File: src/rtl/ibrq_pkg.sv
package ibrq_pkg;

    localparam int unsigned BEAT_W   = 32;
    localparam int unsigned ADDR_W   = 40;
    localparam int unsigned DATA_W   = 2 * BEAT_W;
    localparam int unsigned AHI_W    = ADDR_W - BEAT_W;
    localparam int unsigned CHK_W    = 7;
    localparam int unsigned EID_W    = 2;
    localparam int unsigned TAG_W    = 16;
    localparam int unsigned MASK_W   = 8;
    localparam int unsigned LINE_LSB = 6;
    localparam int unsigned LINE_W   = ADDR_W - LINE_LSB;
    localparam int unsigned NSLOT    = 2;

    // header bit positions (the neighbour decodes these)
    localparam int unsigned HB_ORD   = 30;
    localparam int unsigned HB_POST  = 29;
    localparam int unsigned HB_ERR   = 28;
    localparam int unsigned HB_SRC   = 27;
    localparam int unsigned KIND_HI  = 26;
    localparam int unsigned KIND_LO  = 24;
    localparam int unsigned TAG_HI   = 23;
    localparam int unsigned TAG_LO   = 8;
    localparam int unsigned MASK_HI  = 15;
    localparam int unsigned MASK_LO  = 8;

    localparam logic [2:0] KIND_RD   = 3'b001;
    localparam logic [2:0] KIND_WR8  = 3'b010;
    localparam logic [2:0] KIND_WR64 = 3'b100;

    typedef struct packed {
        logic              ordered;
        logic              posted;
        logic              err;
        logic              src;
        logic [2:0]        kind;
        logic [TAG_W-1:0]  tag;
        logic [ADDR_W-1:0] addr;
        logic [DATA_W-1:0] data;
        logic [CHK_W-1:0]  chk;
        logic [EID_W-1:0]  eid;
    } slot_t;

    typedef struct packed {
        logic              vld;
        logic [1:0]        pos;
        logic              fin;
        logic              slot;
        logic [BEAT_W-1:0] beat;
        logic [CHK_W-1:0]  chk;
        logic [EID_W-1:0]  eid;
    } beat_t;

endpackage

File: src/rtl/ibrq_ingress.sv
module ibrq_ingress
    import ibrq_pkg::*;
(
    input  logic              clk,
    input  logic              rst_n,
    input  logic              delay_sel,
    input  logic              in_valid,
    input  logic [BEAT_W-1:0] in_beat,
    input  logic [CHK_W-1:0]  in_chk,
    input  logic [EID_W-1:0]  in_eid,
    input  logic [NSLOT-1:0]  slot_free,
    output logic              in_ready,
    output logic              hdr_take,
    output logic              hdr_slot,
    output beat_t             cap
);

    typedef struct packed {
        logic       in_pkt;
        logic [1:0] pos;
        logic [1:0] last;
        logic       wptr;
        beat_t      st_a;
        beat_t      st_b;
    } ing_t;

    ing_t q, d;
    logic take;

    assign in_ready = q.in_pkt | slot_free[q.wptr];
    assign take     = in_valid & in_ready;
    assign hdr_take = take & ~q.in_pkt;
    assign hdr_slot = q.wptr;
    assign cap      = delay_sel ? q.st_b : q.st_a;

    always_comb begin
        d = q;
        d.st_a.vld  = take;
        d.st_a.pos  = q.in_pkt ? q.pos : 2'd0;
        d.st_a.fin  = q.in_pkt && (q.pos == q.last);
        d.st_a.slot = q.wptr;
        d.st_a.beat = in_beat;
        d.st_a.chk  = in_chk;
        d.st_a.eid  = in_eid;
        d.st_b      = q.st_a;
        if (take) begin
            if (!q.in_pkt) begin
                d.in_pkt = 1'b1;
                d.pos    = 2'd1;
                d.last   = (in_beat[KIND_HI:KIND_LO] == KIND_RD) ? 2'd1 : 2'd3;
            end else if (q.pos == q.last) begin
                d.in_pkt = 1'b0;
                d.pos    = 2'd0;
                d.wptr   = ~q.wptr;
            end else begin
                d.pos    = q.pos + 2'd1;
            end
        end
    end

    always_ff @(posedge clk or negedge rst_n) begin
        if (!rst_n) q <= '0;
        else        q <= d;
    end

    // the beat position never passes the final beat of the packet
    a_r8_pos_bound: assert property (@(posedge clk) disable iff (!rst_n)
        q.in_pkt |-> (q.pos <= q.last));

    // a packet is either two or four beats long
    a_r3_len: assert property (@(posedge clk) disable iff (!rst_n)
        q.in_pkt |-> (q.last == 2'd1 || q.last == 2'd3));

endmodule

File: src/rtl/ibrq_slot.sv
module ibrq_slot
    import ibrq_pkg::*;
#(
    parameter int unsigned SLOT_ID = 0
) (
    input  logic  clk,
    input  logic  rst_n,
    input  beat_t cap,
    output slot_t ent
);

    slot_t q, d;
    logic  mine;
    logic  unused_slot;

    assign mine        = cap.vld && (cap.slot == 1'(SLOT_ID));
    assign unused_slot = cap.beat[BEAT_W-1];
    assign ent         = q;

    always_comb begin
        d = q;
        if (mine) begin
            case (cap.pos)
                2'd0: begin
                    d.ordered = cap.beat[HB_ORD];
                    d.posted  = cap.beat[HB_POST];
                    d.err     = cap.beat[HB_ERR];
                    d.src     = cap.beat[HB_SRC];
                    d.kind    = cap.beat[KIND_HI:KIND_LO];
                    if (cap.beat[KIND_HI:KIND_LO] == KIND_WR8)
                        d.tag = TAG_W'(cap.beat[MASK_HI:MASK_LO]);
                    else
                        d.tag = cap.beat[TAG_HI:TAG_LO];
                    d.addr[ADDR_W-1:BEAT_W] = cap.beat[AHI_W-1:0];
                    d.data    = '0;
                    d.eid     = '0;
                    d.chk     = cap.chk;
                end
                2'd1: begin
                    d.addr[BEAT_W-1:0] = cap.beat;
                    if (cap.fin) d.eid = cap.eid;
                end
                2'd2: begin
                    d.data[DATA_W-1:BEAT_W] = cap.beat;
                    d.eid = cap.eid;
                end
                default: begin
                    d.data[BEAT_W-1:0] = cap.beat;
                end
            endcase
        end
    end

    always_ff @(posedge clk or negedge rst_n) begin
        if (!rst_n) q <= '0;
        else        q <= d;
    end

    // a slot holding a read never carries data
    a_r3_read_no_data: assert property (@(posedge clk) disable iff (!rst_n)
        (q.kind == KIND_RD) |-> (q.data == '0));

endmodule

File: src/rtl/ibrq_seq.sv
module ibrq_seq
    import ibrq_pkg::*;
(
    input  logic              clk,
    input  logic              rst_n,
    input  logic              delay_sel,
    input  logic              in_valid,
    input  logic [31:0]       in_beat,
    input  logic [6:0]        in_chk,
    input  logic [1:0]        in_eid,
    output logic              in_ready,
    output logic              out_valid,
    input  logic              out_accept,
    output logic              out_ordered,
    output logic              out_posted,
    output logic              out_err,
    output logic              out_src,
    output logic [2:0]        out_kind,
    output logic [15:0]       out_tag,
    output logic [39:0]       out_addr,
    output logic [63:0]       out_data,
    output logic [6:0]        out_chk,
    output logic [1:0]        out_eid,
    output logic              tw_valid,
    output logic [33:0]       tw_line
);

    typedef struct packed {
        logic [NSLOT-1:0] vld;
        logic [NSLOT-1:0] clm;
        logic             rptr;
        logic             rsel;
        logic             tw_v;
        logic [LINE_W-1:0] tw_line;
    } ctl_t;

    ctl_t  q, d;
    beat_t cap;
    slot_t ent [NSLOT];
    slot_t cur;
    logic  hdr_take;
    logic  hdr_slot;
    logic  acc;
    logic  unused_top;

    ibrq_ingress u_ingress (
        .clk       (clk),
        .rst_n     (rst_n),
        .delay_sel (delay_sel),
        .in_valid  (in_valid),
        .in_beat   (in_beat),
        .in_chk    (in_chk),
        .in_eid    (in_eid),
        .slot_free (~q.clm),
        .in_ready  (in_ready),
        .hdr_take  (hdr_take),
        .hdr_slot  (hdr_slot),
        .cap       (cap)
    );

    for (genvar g = 0; g < NSLOT; g++) begin : g_slot
        ibrq_slot #(.SLOT_ID(g)) u_slot (
            .clk   (clk),
            .rst_n (rst_n),
            .cap   (cap),
            .ent   (ent[g])
        );

        // a presentable slot is always a claimed slot
        a_r8_valid_claimed: assert property (@(posedge clk) disable iff (!rst_n)
            q.vld[g] |-> q.clm[g]);
    end

    assign unused_top = ^{cap.beat[LINE_LSB-1:0], cap.chk, cap.eid};
    assign acc        = out_accept & q.vld[q.rsel];
    assign cur        = ent[q.rsel];

    always_comb begin
        d      = q;
        d.rsel = q.rptr;
        if (acc) begin
            d.vld[q.rsel] = 1'b0;
            d.clm[q.rsel] = 1'b0;
            d.rptr        = ~q.rptr;
        end
        if (hdr_take) d.clm[hdr_slot] = 1'b1;
        if (cap.vld && cap.fin) d.vld[cap.slot] = 1'b1;
        d.tw_v = cap.vld && (cap.pos == 2'd1) && (ent[cap.slot].kind == KIND_WR64);
        if (d.tw_v)
            d.tw_line = {ent[cap.slot].addr[ADDR_W-1:BEAT_W], cap.beat[BEAT_W-1:LINE_LSB]};
    end

    always_ff @(posedge clk or negedge rst_n) begin
        if (!rst_n) q <= '0;
        else        q <= d;
    end

    assign out_valid   = q.vld[q.rsel];
    assign out_ordered = cur.ordered;
    assign out_posted  = cur.posted;
    assign out_err     = cur.err;
    assign out_src     = cur.src;
    assign out_kind    = cur.kind;
    assign out_tag     = cur.tag;
    assign out_addr    = cur.addr;
    assign out_data    = cur.data;
    assign out_chk     = cur.chk;
    assign out_eid     = cur.eid;
    assign tw_valid    = q.tw_v;
    assign tw_line     = q.tw_line;

    // a final beat only lands in a slot claimed by its header
    a_r8_fin_claimed: assert property (@(posedge clk) disable iff (!rst_n)
        (cap.vld && cap.fin) |-> q.clm[cap.slot]);

    // an accepted request leaves a one-cycle gap
    a_r9_bubble: assert property (@(posedge clk) disable iff (!rst_n)
        (out_valid && out_accept) |=> !out_valid);

    // a request not accepted stays presented and unchanged
    a_r9_hold: assert property (@(posedge clk) disable iff (!rst_n)
        (out_valid && !out_accept) |=>
            (out_valid && $stable(out_addr) && $stable(out_data) && $stable(out_tag)));

    // the tag-store strobe lasts a single cycle
    a_r10_single: assert property (@(posedge clk) disable iff (!rst_n)
        tw_valid |=> !tw_valid);

endmodule

File: config.mk
export PLATFORM = sky130hd
export DESIGN_NAME = ibrq_seq
export DESIGN_NICKNAME = d
export VERILOG_FILES = /design/src/rtl/ibrq_pkg.sv /design/src/rtl/ibrq_ingress.sv /design/src/rtl/ibrq_slot.sv /design/src/rtl/ibrq_seq.sv
export SDC_FILE = /design/constraint.sdc
export NUM_CORES = 1
export LEC_CHECK = 0
export BUFFER_PORTS_ARGS = -buffer_cell sky130_fd_sc_hd__buf_4
export CAP_MARGIN = 10
export CORE_MARGIN = 5
export CORE_UTILIZATION = 55
export DETAILED_ROUTE_END_ITERATION = 7
export GPL_TIMING_DRIVEN = 0
export PLACE_DENSITY = 0.77
export SLEW_MARGIN = 20
export SYNTH_ARGS = -nofsm -noshare
export SYNTH_HDL_FRONTEND = slang
export SYNTH_SLANG_ARGS = --single-unit
File: constraint.sdc
create_clock -name clk -period 2.3 [get_ports clk]
set_input_delay 0.46 -clock clk [delete_from_list [all_inputs] [get_ports clk]]
set_output_delay 0.46 -clock clk [all_outputs]
set_load 0.02 [all_outputs]
==> Implementation_results.wiki, run 1 <==
{| class="wikitable"
! Metric !! Value
|-
| Run status || complete, but fails checks
|-
| Violated checks || setup timing
|-
| Share of the yosys chip area belonging to registers || 0.622
|-
| Share of layout cells above drive strength 1 || 0.357
|-
| Post-detailed-route DRC marker count || 0
|-
| Arrival time worst endpoint || 1.93 ns
|-
| Post-Syn Nets || 1395
|-
| Clock buffer count from CTS || 43
|-
| Fmax || 418 MHz
|-
| Number of top-level design ports || approximately 220
|-
| Max-slew headroom at the worst pin || 0.269
|-
| Number of clock sinks || 411
|-
| Layout overhead on the synthesized area || 29.2%
|-
| Average via count per standard cell || between 5 and 6
|-
| Fraction of met3 tracks used by global routing || 0.0395
|-
| Post-placement setup slack || -0.998 ns
|-
| Total count of max-transition violations in the final report || 0
|-
| Dominant combinational cell family by area after synthesis || multiplexers
|-
| Row Count || 63
|-
| Leakage power || 0.0103 uW
|-
| DP Wirelength || 29.9 mm
|-
| Number of global-route vias before repair || 12500
|-
| Post-detailed-route count of antenna-violating nets || 0
|-
| Most area-consuming cells after synthesis || sky130_fd_sc_hd__dfrtp_1 (62%), sky130_fd_sc_hd__mux2_2 (10%), sky130_fd_sc_hd__nand2_1 (4.8%), sky130_fd_sc_hd__o21ai_0 (4.5%), sky130_fd_sc_hd__mux2i_1 (4.4%)
|-
| Total number of vias || approximately 12000
|-
| Power per cell area || roughly 1600 nW/um2
|-
| Final critical-path share of the clock period || 1.04
|-
| Worst clock skew || 0.0131 ns
|-
| Placed inst area || around 19000 um2
|-
| Multiplexer share of the synthesized area || 0.151
|-
| Vert. Die Dim || roughly 180 um
|-
| Number of DRC violations after detailed-routing iteration 0 || about 1000
|-
| Global route overflow || 0
|-
| DRT Pass-1 Iters || 5
|-
| Clock tree from TritonCTS || yes
|-
| Die X || 183 um
|-
| Count of endpoints failing setup in the final report || 118
|-
| Largest fanout of any net on the critical path || 9
|-
| Antenna diode instance count || 0
|-
| Count of warnings emitted by yosys || 0
|-
| Worst-Skew Late Latency || around 0.54 ns
|-
| Clock root buffer master || sky130_fd_sc_hd__clkbuf_16
|-
| Synthesized area per cell || 12.3 um2
|-
| RSZ-0062 raised after global routing || true
|-
| Overall global routing resource usage || 0.276
|-
| Kind of critical path || flop to output pin
|-
| Synth area leader || sky130_fd_sc_hd__dfrtp_1
|-
| Actual transition at the worst max-transition pin || 1.07 ns
|-
| Proportion of netlist area held by the largest area contributor || 0.622
|-
| Synthesis-stage register bit count || between 400 and 500
|-
| Wire per inst || 22.5 um
|-
| Effective utilization at floorplan || 0.558
|-
| Final #Nets || 1678
|-
| Initial antenna violation count || 0
|-
| Post-Syn Instances || 1345
|-
| Fraction of the mapped netlist area in compound gates || 0.115
|-
| Startpoint type of the worst setup path || flop
|-
| Final Hold Fails || 0
|-
| Maximum clock insertion buffer count || 3
|-
| Capturing element type of the critical path || output pin
|-
| First-pass GRT wire length || 72.1 mm
|-
| Worst hold margin || 0.0264 ns
|-
| Class of the tightest hold or removal check || input port to flop
|-
| Shortest period the worst path allows || 2.39 ns
|-
| Final worst-path setup slack || -0.0940 ns
|-
| Port Buffer Count || 217
|-
| Maximum vdd drop || 0.904 mV
|-
| Highest-utilization routing layer at the global route stage || met2
|-
| Number of maximum-capacitance violations || 0
|-
| Detailed Route WL || 46.2 mm
|-
| Finished layout cell area || 21400 um2
|-
| Post-synth design cell area || 16500 um2
|-
| Placeable Area || ~30000 um2
|-
| Total power draw || 33600 uW
|-
| Met2 Resource Use GR || 0.450
|-
| Routability congestion estimate from global placement || 0.837
|-
| Data required time of the critical path || 1.84 ns
|-
| Clk slew on worst S/H paths || 0.06 ns
|-
| Post-synthesis xor/xnor area fraction || 0.00212
|-
| Post-synthesis share of cell area spent on and, or, nand and nor gates || 0.0625
|-
| Synth Area in Adders || 0.00303
|-
| Met1 capacity usage during global routing || 0.385
|-
| Maximum level of the CTS H-tree || 2
|-
| Largest net degree at the start of global routing || 99
|-
| Count of different cell masters after synthesis || 35
|-
| Die area || around 34000 um2
|}
[stage by stage]
step,utilization,TNS (ns),cells
after global placement,0.633,-1528.19,1952
after global routing,0.720,-9.51,2052
after CTS,0.718,-5.56,2053
after floorplan,-,-1.80,1345
final,0.720,-4.97,2052
after detailed placement,0.637,-259.00,1956
[registers in the layout, indices dropped and copies added, names as in the netlist]
signal	flops
u_ingress.d	46
tw_valid	1
tw_line	34
u_ingress.hdr_slot	1
u_ingress.q	51
q	5
d	1
g_slot.u_slot.ent	272
[layout make-up]
class / count / area (um2)
buffer: 119 / 970
sequential: 411 / 10300
clock buffer: 61 / 1250
inverter: 34 / 128
fill: 1981 / 8290
clock inverter: 18 / 230
tap: 390 / 488
timing repair buffer: 240 / 2290
multi-input combinational: 779 / 5710
[cell families (layout without fill, tap and decap cells)]
family          Yosys count  count (layout)
compound gates          293             293
xor+xnor                  4               4
fa+ha+maj                 4               4
buf+inv                 155             472
flops                   411             411
mux                     229             229
simple gates            249             249
[Yosys cell counts]
library cell                number
sky130_fd_sc_hd__nor2_1          1
sky130_fd_sc_hd__o21ai_0       150
sky130_fd_sc_hd__mux2_1          3
sky130_fd_sc_hd__a21oi_4         1
sky130_fd_sc_hd__inv_1          34
sky130_fd_sc_hd__mux2_2        154
sky130_fd_sc_hd__buf_6           1
sky130_fd_sc_hd__xnor2_1         2
sky130_fd_sc_hd__and2_1          4
sky130_fd_sc_hd__buf_1          11
sky130_fd_sc_hd__nand2b_1       11
sky130_fd_sc_hd__buf_4          37
sky130_fd_sc_hd__ha_1            4
sky130_fd_sc_hd__buf_2           5
sky130_fd_sc_hd__a22o_1          3
sky130_fd_sc_hd__o21bai_1        2
sky130_fd_sc_hd__nand2_1       213
sky130_fd_sc_hd__xor2_1          2
sky130_fd_sc_hd__a21oi_1         2
sky130_fd_sc_hd__nor3_1          1
sky130_fd_sc_hd__and3_1          1
sky130_fd_sc_hd__and3b_1         3
sky130_fd_sc_hd__nand3_1         6
sky130_fd_sc_hd__or2_2           3
sky130_fd_sc_hd__dfrtp_1       411
sky130_fd_sc_hd__nor4b_1         1
sky130_fd_sc_hd__mux2i_1        72
sky130_fd_sc_hd__nor2b_1         2
sky130_fd_sc_hd__clkbuf_1       67
sky130_fd_sc_hd__o22ai_1         2
sky130_fd_sc_hd__o31ai_1        65
sky130_fd_sc_hd__o21ai_1         4
sky130_fd_sc_hd__nor3b_1         2
sky130_fd_sc_hd__or4b_4          1
sky130_fd_sc_hd__o2bb2ai_1      64
[repair_timing]
item,4_1_cts,5_1_grt
resized for setup,176,30
pin swaps,0,0
setup endpoints to repair,376,334
buffers inserted,6,0
hold buffers,1,0
hold endpoints to repair,71,0
gates cloned,12,0
[routing by layer]
metal,wire length (um),share of wire
met5,0,0
met2,22600,0.49
met4,1670,0.036
met1,19300,0.42
met3,2670,0.058
[critical path: stages (launching register included)]
cell,delay (ns)
sky130_fd_sc_hd__dfrtp_2,0.37
sky130_fd_sc_hd__buf_12,0.14
sky130_fd_sc_hd__clkbuf_16,0.18
sky130_fd_sc_hd__clkbuf_8,0.17
sky130_fd_sc_hd__mux2_2,0.36
sky130_fd_sc_hd__buf_4,0.17
[final timing paths]
check | startpoint | endpoint | slack (ns) | cells past startpoint
worst max-delay path | q[35] | out_tag[7] | -0.09 | 5
worst min-delay path | in_beat[18] | u_ingress.d[27] | 0.03 | 1
min in group asynchronous | rst_n | u_ingress.d[6] | 0.48 | 2
worst max register to register | u_ingress.q[41] | tw_line[30] | 0.10 | 4
max in group asynchronous | rst_n | g_slot[0].u_slot.ent[56] | 0.52 | 4
worst min register to register | u_ingress.d[22] | u_ingress.q[22] | 0.37 | 0
[cells in the final DEF (no fill, tap or decap), types with 4 or more instances in the layout]
| cell type | synthesis | final |
|---|---|---|
| sky130_fd_sc_hd__and2_1 | 4 | 4 |
| sky130_fd_sc_hd__buf_16 | 0 | 4 |
| sky130_fd_sc_hd__buf_2 | 5 | 14 |
| sky130_fd_sc_hd__buf_4 | 37 | 191 |
| sky130_fd_sc_hd__buf_6 | 1 | 66 |
| sky130_fd_sc_hd__buf_8 | 0 | 4 |
| sky130_fd_sc_hd__bufinv_16 | 0 | 5 |
| sky130_fd_sc_hd__clkbuf_1 | 67 | 18 |
| sky130_fd_sc_hd__clkbuf_16 | 0 | 61 |
| sky130_fd_sc_hd__clkbuf_2 | 0 | 34 |
| sky130_fd_sc_hd__clkbuf_4 | 0 | 10 |
| sky130_fd_sc_hd__clkbuf_8 | 0 | 13 |
| sky130_fd_sc_hd__clkinv_2 | 0 | 7 |
| sky130_fd_sc_hd__clkinvlp_4 | 0 | 6 |
| sky130_fd_sc_hd__dfrtp_1 | 411 | 410 |
| sky130_fd_sc_hd__inv_1 | 34 | 34 |
| sky130_fd_sc_hd__mux2_2 | 154 | 122 |
| sky130_fd_sc_hd__mux2_4 | 0 | 34 |
| sky130_fd_sc_hd__mux2i_1 | 72 | 69 |
| sky130_fd_sc_hd__nand2_1 | 213 | 212 |
| sky130_fd_sc_hd__nand2b_1 | 11 | 11 |
| sky130_fd_sc_hd__nand3_1 | 6 | 6 |
| sky130_fd_sc_hd__o21ai_0 | 150 | 146 |
| sky130_fd_sc_hd__o21ai_1 | 4 | 4 |
| sky130_fd_sc_hd__o2bb2ai_1 | 64 | 64 |
| sky130_fd_sc_hd__o31ai_1 | 65 | 62 |
[report_power, final]
| group | switching (uW) | internal (uW) |
|---|---|---|
| Sequential | 1430 | 9760 |
| Combinational | 8100 | 7090 |
| Clock | 2860 | 4350 |
| Total | 12400 | 21200 |
No activity file was read; power rests on OpenSTA's default activity.
==> run 2, diff against run 1 <==
==> constraint.sdc (replaced) <==
create_clock -name clk -period 2.3 [get_ports clk]
set_input_delay 0.23 -clock clk [delete_from_list [all_inputs] [get_ports clk]]
set_output_delay 0.23 -clock clk [all_outputs]
set_load 0.02 [all_outputs]
==> run 2 against run 1 <==
  * The flow now finishes without violations
  * Final cell count rose by 1.1%
  * Highest routed layer unchanged
  * Clock power fell by 6.8%
  * First-iteration DRC count fell by 22%
  * Sequential share of layout area rose by 1.1 points
  * Non-clock buffer count rose by 30
  * Power fell by 6.5%
  * Core utilization fell by 1.6 points
  * Cell area fell by 2.2%
  * Critical path depth fell by 1
  * Worst setup slack improved by 0.13 ns
  * Clock-buffer cell count rose by 1
  * Hold slack improved by 0.10 ns
==> Implementation_results.wiki, run 2 (synthesis results as in run 1) <==
{| class="wikitable"
! Metric !! Value
|-
| Final core utilization || 0.704 (-0.0161)
|-
| Clock root buffer master || sky130_fd_sc_hd__clkbuf_16
|-
| Flip-flop count of the largest register, all copies and words added || 272 (unchanged)
|-
| Total count of max-transition violations in the final report || 0 (unchanged)
|-
| Run status || complete, no violations
|-
| Final critical-path share of the clock period || 0.986 (-0.0546)
|-
| Average via count per standard cell || 5.71 (-1.3%)
|-
| Data required time of the critical path || 2.07 ns (+0.23 ns)
|-
| Worst-Skew Late Latency || 0.53 ns (about the same)
|-
| Largest net degree at the start of global routing || 105 (+6.1%)
|-
| Fmax || 441 MHz (+5.5%)
|-
| Number of global-route vias before repair || 12500 (+0.20%)
|-
| Final #Nets || 1708 (+1.8%)
|-
| Actual transition at the worst max-transition pin || 1.07 ns (+0.00245 ns)
|-
| Shortest period the worst path allows || 2.27 ns (-0.126 ns)
|-
| Count of endpoints failing setup in the final report || 0 (-100%)
|-
| Capturing element type of the critical path || output pin
|-
| Clock buffer count from CTS || 43 (unchanged)
|-
| Max-slew headroom at the worst pin || 0.267 (-0.00168)
|-
| Leakage power || 0.0101 uW (-2.2%)
|-
| Routability congestion estimate from global placement || 0.827 (-1.1%)
|-
| Initial antenna violation count || 0 (unchanged)
|-
| Number of maximum-capacitance violations || 0 (unchanged)
|-
| First-pass GRT wire length || 70.4 mm (-2.4%)
|-
| Class of the tightest hold or removal check || input port to asynchronous set/reset pin
|-
| Port Buffer Count || 217 (unchanged)
|-
| Total number of vias || 11800 (-0.24%)
|-
| Final sum of negative setup slack || 0 ns (+4.97 ns)
|-
| Startpoint type of the worst setup path || flop
|-
| Power per cell area || 1510 nW/um2 (-4.3%)
|-
| Maximum clock insertion buffer count || 3 (unchanged)
|-
| Commonest cells after routing, fill and taps aside || sky130_fd_sc_hd__dfrtp_1 (410), sky130_fd_sc_hd__buf_4 (255), sky130_fd_sc_hd__nand2_1 (213), sky130_fd_sc_hd__mux2_2 (153), sky130_fd_sc_hd__o21ai_0 (149)
|-
| Die X || 183 um (unchanged)
|-
| Placed cells || 1956 (unchanged)
|-
| Clock tree from TritonCTS || yes
|-
| Layout overhead on the synthesized area || 26.3%
|-
| Arrival time worst endpoint || 2.04 ns (+0.11 ns)
|-
| Maximum level of the CTS H-tree || 2 (unchanged)
|-
| Wire per inst || 21.8 um (-3.0%)
|-
| Detailed Route WL || 45.3 mm (-2.0%)
|-
| Post-detailed-route count of antenna-violating nets || 0 (unchanged)
|-
| Antenna diode instance count || 0 (unchanged)
|-
| Worst clock skew || 0.0162 ns (+0.00312 ns)
|-
| DP Wirelength || 29.7 mm (-0.69%)
|-
| Die area || 33600 um2 (unchanged)
|-
| Number of standard cells in the layout, taps in and fillers out || 2074 (+1.1%)
|-
| Number of clock sinks || 411 (unchanged)
|-
| Maximum vdd drop || 0.937 mV (+3.7%)
|-
| Global route overflow || 0 (unchanged)
|-
| Largest fanout of any net on the critical path || 10 (+1)
|-
| Kind of critical path || flop to output pin
|-
| Final Hold Fails || 0 (unchanged)
|-
| Vert. Die Dim || 183 um (unchanged)
|-
| DRT Pass-1 Iters || 7 (+2)
|-
| Row Count || 63 (unchanged)
|-
| Placeable Area || 29600 um2 (unchanged)
|-
| RSZ-0062 raised after global routing || true
|-
| # fillers || 2118 (+6.9%)
|-
| Total power draw || 31400 uW (-6.5%)
|-
| Overall global routing resource usage || 0.268 (-0.00843)
|-
| Clk slew on worst S/H paths || 0.06 ns (about the same)
|-
| Effective utilization at floorplan || 0.558 (unchanged)
|-
| Number of DRC violations after detailed-routing iteration 0 || 783 (-22%)
|-
| Commonest non-fill, non-tap cell in the layout || sky130_fd_sc_hd__dfrtp_1
|-
| Share of layout cells above drive strength 1 || 0.335 (-0.0219)
|-
| Post-detailed-route DRC marker count || 0 (unchanged)
|-
| Number of top-level design ports || 219 (unchanged)
|}
## run 2: changes by cell type in the layout (fill, tap and decap cells not counted), sizes merged
cell         delta
dlygate4sd3    +43
clkbuf         -11
clkinvlp        -5
bufinv          -3
buf             -1
clkinv          -1
## run 2: through the flow
step	worst slack, ns	hold WS, ns	area (um2)
detailed placement	-0.810	0.102	18800
floorplan	0.0252	-0.0656	16500
global route	-0.0114	0.157	20900
global placement	-2.88	0.339	18700
CTS	-0.186	0.123	20800
finish	0.0316	0.129	20900
## run 2: layer usage
layer / wire (um) / track usage / up-vias
met1: 18800 / 0.364 / 6066
li1: - / - / 5276
met5: 0 / 0 / -
met2: 22300 / 0.443 / 413
met4: 1410 / 0.0936 / 0
met3: 2800 / 0.0448 / 91
## run 2: power breakdown
part	total [uW]	internal, uW	switching [uW]	leakage, uW
sequential	11200	9760	1410	0.00515
clock	6720	3970	2750	0.000663
combinational	13500	5900	7630	0.00424
## run 2: critical path, stage by stage (launching register included)
cell and delay, ns:
sky130_fd_sc_hd__dfrtp_2 0.51, sky130_fd_sc_hd__clkbuf_16 0.24, sky130_fd_sc_hd__buf_8 0.18, sky130_fd_sc_hd__mux2_2 0.38, sky130_fd_sc_hd__buf_4 0.17
## run 2: path summary, 6_finish.rpt
check                                     start             end  slack [ns]  depth (start not counted)
worst max-delay path                      q[35]     out_addr[0]        0.03                          4
worst min-delay path                      rst_n  u_ingress.d[9]        0.13                          2
worst max register to register  u_ingress.d[41]     tw_line[31]        0.18                          4
worst min register to register   u_ingress.d[5]  u_ingress.q[5]        0.37                          0
max in group asynchronous                 rst_n      tw_line[9]        0.93                          4
min in group clk                     in_beat[0]  u_ingress.d[9]        0.34                          2
## run 2: cell type report
| type | instances | area [um2] | share of cell area |
|---|---|---|---|
| Inverter | 34 | 128 | 0.00611 |
| Multi-Input combinational cell | 779 | 5580 | 0.267 |
| Sequential cell | 411 | 10300 | 0.493 |
| Buffer | 120 | 813 | 0.0390 |
| Clock buffer | 62 | 1250 | 0.0599 |
| Clock inverter | 9 | 97.6 | 0.00468 |
| Timing Repair Buffer | 269 | 2230 | 0.107 |
| Tap cell | 390 | 488 | 0.0234 |
## run 2: repair_timing
item,4_1_cts,5_1_grt
gates cloned,0,1
gates resized for setup,66,63
setup buffers,3,0
endpoints found under the setup margin,435,288
hold buffers,44,0
endpoints found under the hold margin,352,0
pin swaps,0,0
==> run 3, diff against run 2 <==
clock period = 2.77 ns   (was 2.3 ns; I/O delays follow)
==> run 3 against run 2 <==
  * Die area stayed put
  * Via count is 0.55% lower
  * Critical path depth is 1 lower
  * Non-clock buffer count is 7 lower
  * Combinational power is 19% lower
==> Implementation_results.wiki, run 3 (synthesis results as in run 1) <==
{| class="wikitable"
! Metric !! Value
|-
| Top delay family on crit path || buffers and inverters
|-
| Power per cell area || 1260 nW/um2 (-16%)
|-
| Buffers inserted by post-CTS timing repair || 0 (-3)
|-
| Maximum clock insertion buffer count || 3 (unchanged)
|-
| Endpoint, Worst Hold || d[35]
|-
| Effective utilization at floorplan || 0.558 (unchanged)
|-
| Final Hold Fails || 0 (unchanged)
|-
| Maximum level of the CTS H-tree || 2 (unchanged)
|-
| Class of the tightest hold or removal check || input port to flop
|-
| DRT Pass-1 Iters || 5 (-2)
|-
| Reg-to-reg critical path endpoint || g_slot[1].u_slot.ent[121]
|-
| DP Wirelength || 29.6 mm (-0.14%)
|-
| Detailed Route WL || 44.5 mm (-1.6%)
|-
| Antenna diode instance count || 0 (unchanged)
|-
| Total count of max-transition violations in the final report || 0 (unchanged)
|-
| Share of layout cells above drive strength 1 || 0.305 (-0.0298)
|-
| Setup slack on the worst flop-to-flop path || 0.41 ns (+0.23 ns)
|-
| Worst-Skew Late Latency || 0.53 ns (about the same)
|-
| Max-slew headroom at the worst pin || 0.225 (-0.0421)
|-
| Clock tree from TritonCTS || yes
|-
| First-pass GRT wire length || 70.0 mm (-0.58%)
|-
| Capturing element type of the critical path || output pin
|-
| Placeable Area || 29600 um2 (unchanged)
|-
| Start point of the worst min-delay path || out_accept
|-
| Length in cells of the worst reg-to-reg path || 6 (+2)
|-
| Arrival time worst endpoint || 2.34 ns (+0.30 ns)
|-
| Startpoint of the lowest-slack register-to-register path || u_ingress.d[45]
|-
| Routability congestion estimate from global placement || 0.808 (-2.3%)
|-
| Placed cells || 1956 (unchanged)
|-
| Data required time of the critical path || 2.49 ns (+0.42 ns)
|-
| Die X || 183 um (unchanged)
|-
| Maximum vdd drop || 0.845 mV (-9.8%)
|-
| Shortest period the worst path allows || between 2 and 3 ns
|-
| Die area || 33600 um2 (unchanged)
|-
| Clock power frac || 0.229 (+0.015)
|-
| Clock root buffer master || sky130_fd_sc_hd__clkbuf_16
|-
| Number of top-level design ports || 219 (unchanged)
|-
| Commonest non-fill, non-tap cell in the layout || sky130_fd_sc_hd__dfrtp_1
|-
| Commonest cells after routing, fill and taps aside || sky130_fd_sc_hd__dfrtp_1 (411), sky130_fd_sc_hd__buf_4 (254), sky130_fd_sc_hd__nand2_1 (213), sky130_fd_sc_hd__mux2_2 (154), sky130_fd_sc_hd__o21ai_0 (149)
|-
| Number of maximum-capacitance violations || 0 (unchanged)
|-
| Series of cell instances along the critical path || buf_1 > mux2_2 > buf_4
|-
| Total number of vias || 11800 (-0.55%)
|-
| Switching pwr || 9690 uW (-18%)
|-
| Kind of critical path || flop to output pin
|-
| Crit path buffers/inverters || 2 (-1)
|-
| Flip-flop count of the largest register, all copies and words added || 272 (unchanged)
|-
| Cell-internal power || 16400 uW (-16%)
|-
| Count of endpoints failing setup in the final report || 0 (unchanged)
|-
| Number of global-route vias before repair || 12400 (-1.2%)
|-
| Overall global routing resource usage || 0.266 (-0.00199)
|-
| Number of DRC violations after detailed-routing iteration 0 || 828 (+5.7%)
|-
| Vert. Die Dim || 183 um (unchanged)
|-
| Global route overflow || 0 (unchanged)
|-
| # fillers || 2120 (+0.094%)
|-
| Run status || complete, no violations
|-
| Sequential power share || 0.355 (about the same)
|-
| Clock buffer count from CTS || 42 (-2.3%)
|-
| Wire per inst || 21.5 um (-1.3%)
|-
| Number of clock sinks || 411 (unchanged)
|-
| Switching portion of total power || 0.371 (-0.00412)
|-
| Post-detailed-route DRC marker count || 0 (unchanged)
|-
| Crit path max-delay cell type || sky130_fd_sc_hd__buf_1
|-
| Fmax || 382 MHz
|-
| Worst clock skew || 0.0270 ns (+0.0108 ns)
|-
| Largest net degree at the start of global routing || 103 (-1.9%)
|-
| RSZ-0062 raised after global routing || false
|-
| Layout overhead on the synthesized area || 25.3%
|-
| Largest fanout of any net on the critical path || 10 (unchanged)
|-
| Startpoint type of the worst setup path || flop
|-
| Hold Path Depth || 3
|-
| Final #Nets || 1700 (-0.47%)
|-
| Final critical-path share of the clock period || 0.945
|-
| Power share of the combinational group || 0.416 (-0.015)
|-
| Post-detailed-route count of antenna-violating nets || 0 (unchanged)
|-
| Total power draw || 26100 uW (-17%)
|-
| Leakage power || 0.00992 uW (-1.3%)
|-
| Initial antenna violation count || 0 (unchanged)
|-
| Clk slew on worst S/H paths || 0.06 ns (about the same)
|-
| Average via count per standard cell || 5.70 (-0.26%)
|-
| Row Count || 63 (unchanged)
|-
| Slowest Stage Delay on Critical Path || 0.65 ns (+0.14 ns)
|-
| Actual transition at the worst max-transition pin || 1.13 ns (+0.0614 ns)
|-
| Number of standard cells in the layout, taps in and fillers out || 2068 (-0.29%)
|-
| Final sum of negative setup slack || 0 ns (unchanged)
|-
| Port Buffer Count || 217 (unchanged)
|}
run 3: cell types whose count changed in the layout (fill, tap and decap cells not counted), sizes merged:
cell / previous run / this run
bufinv: 2 / 7
buf: 282 / 276
dlygate4sd3: 44 / 43
clkinvlp: 1 / 2
inv: 34 / 35
clkbuf: 125 / 119
run 3: cell type report:
cell class	instances	area [um2]	area share
Clock buffer	56	1200	0.0582
Inverter	34	128	0.00616
Buffer	118	628	0.0303
Clock inverter	16	264	0.0128
Timing Repair Buffer	264	2180	0.105
Multi-Input combinational cell	779	5530	0.267
Sequential cell	411	10300	0.497
Tap cell	390	488	0.0236
run 3: power by group through the flow:
stage	logic [uW]	clock network [uW]	registers (uW)
floorplan	6760	0	8940
global placement	10600	0	9140
detailed placement	10800	0	9280
CTS	11000	6040	9230
global route	11700	6290	9510
finish	10900	5980	9270
run 3: worst reg2reg max path: cells and delay by family, from the launching register on:
| kind | cells | cell delay [ns] |
|---|---|---|
| flops | 1 | 0.42 |
| simple gates | 2 | 0.34 |
| compound gates | 2 | 0.48 |
| buf+inv | 2 | 1.01 |
run 3: how the worst max path moves through the flow:
stage / start / end / slack [ns] / cells after the start
CTS: q[35] / out_addr[21] / 0.006 / 5
finish: q[35] / out_data[0] / 0.15 / 3
global placement: rst_n / tw_line[11] / -2.48 / 1
floorplan: delay_sel / tw_line[30] / 0.13 / 10
detailed placement: delay_sel / g_slot[0].u_slot.ent[26] / -1.07 / 10
global route: delay_sel / g_slot[1].u_slot.ent[109] / 0.009 / 9
run 3: repair_timing:
| action | 4_1_cts | 5_1_grt |
|---|---|---|
| gates resized for setup | 24 | 5 |
| pin swaps | 0 | 0 |
| hold endpoints to repair | 90 | 0 |
| hold buffers | 43 | 0 |
| setup endpoints to repair | 394 | 77 |
run 3: through the flow:
stage / hold WS (ns) / utilization / instance area [um2] / setup WS (ns)
finish: 0.0369 / 0.699 / 20700 / 0.154
global route: 0.0378 / 0.699 / 20700 / 0.00854
CTS: 0.0214 / 0.698 / 20700 / 0.00594
detailed placement: 0.199 / 0.633 / 18800 / -1.07
global placement: 0.359 / 0.629 / 18600 / -2.48
floorplan: -0.0186 / - / 16500 / 0.133
run 3: layer usage:
layer | track usage | part of all wire | up-vias
met5 | 0 | 0 | -
met4 | 0.0870 | 0.033 | 0
met3 | 0.0415 | 0.059 | 90
met2 | 0.430 | 0.48 | 412
met1 | 0.374 | 0.42 | 6014
li1 | - | - | 5265
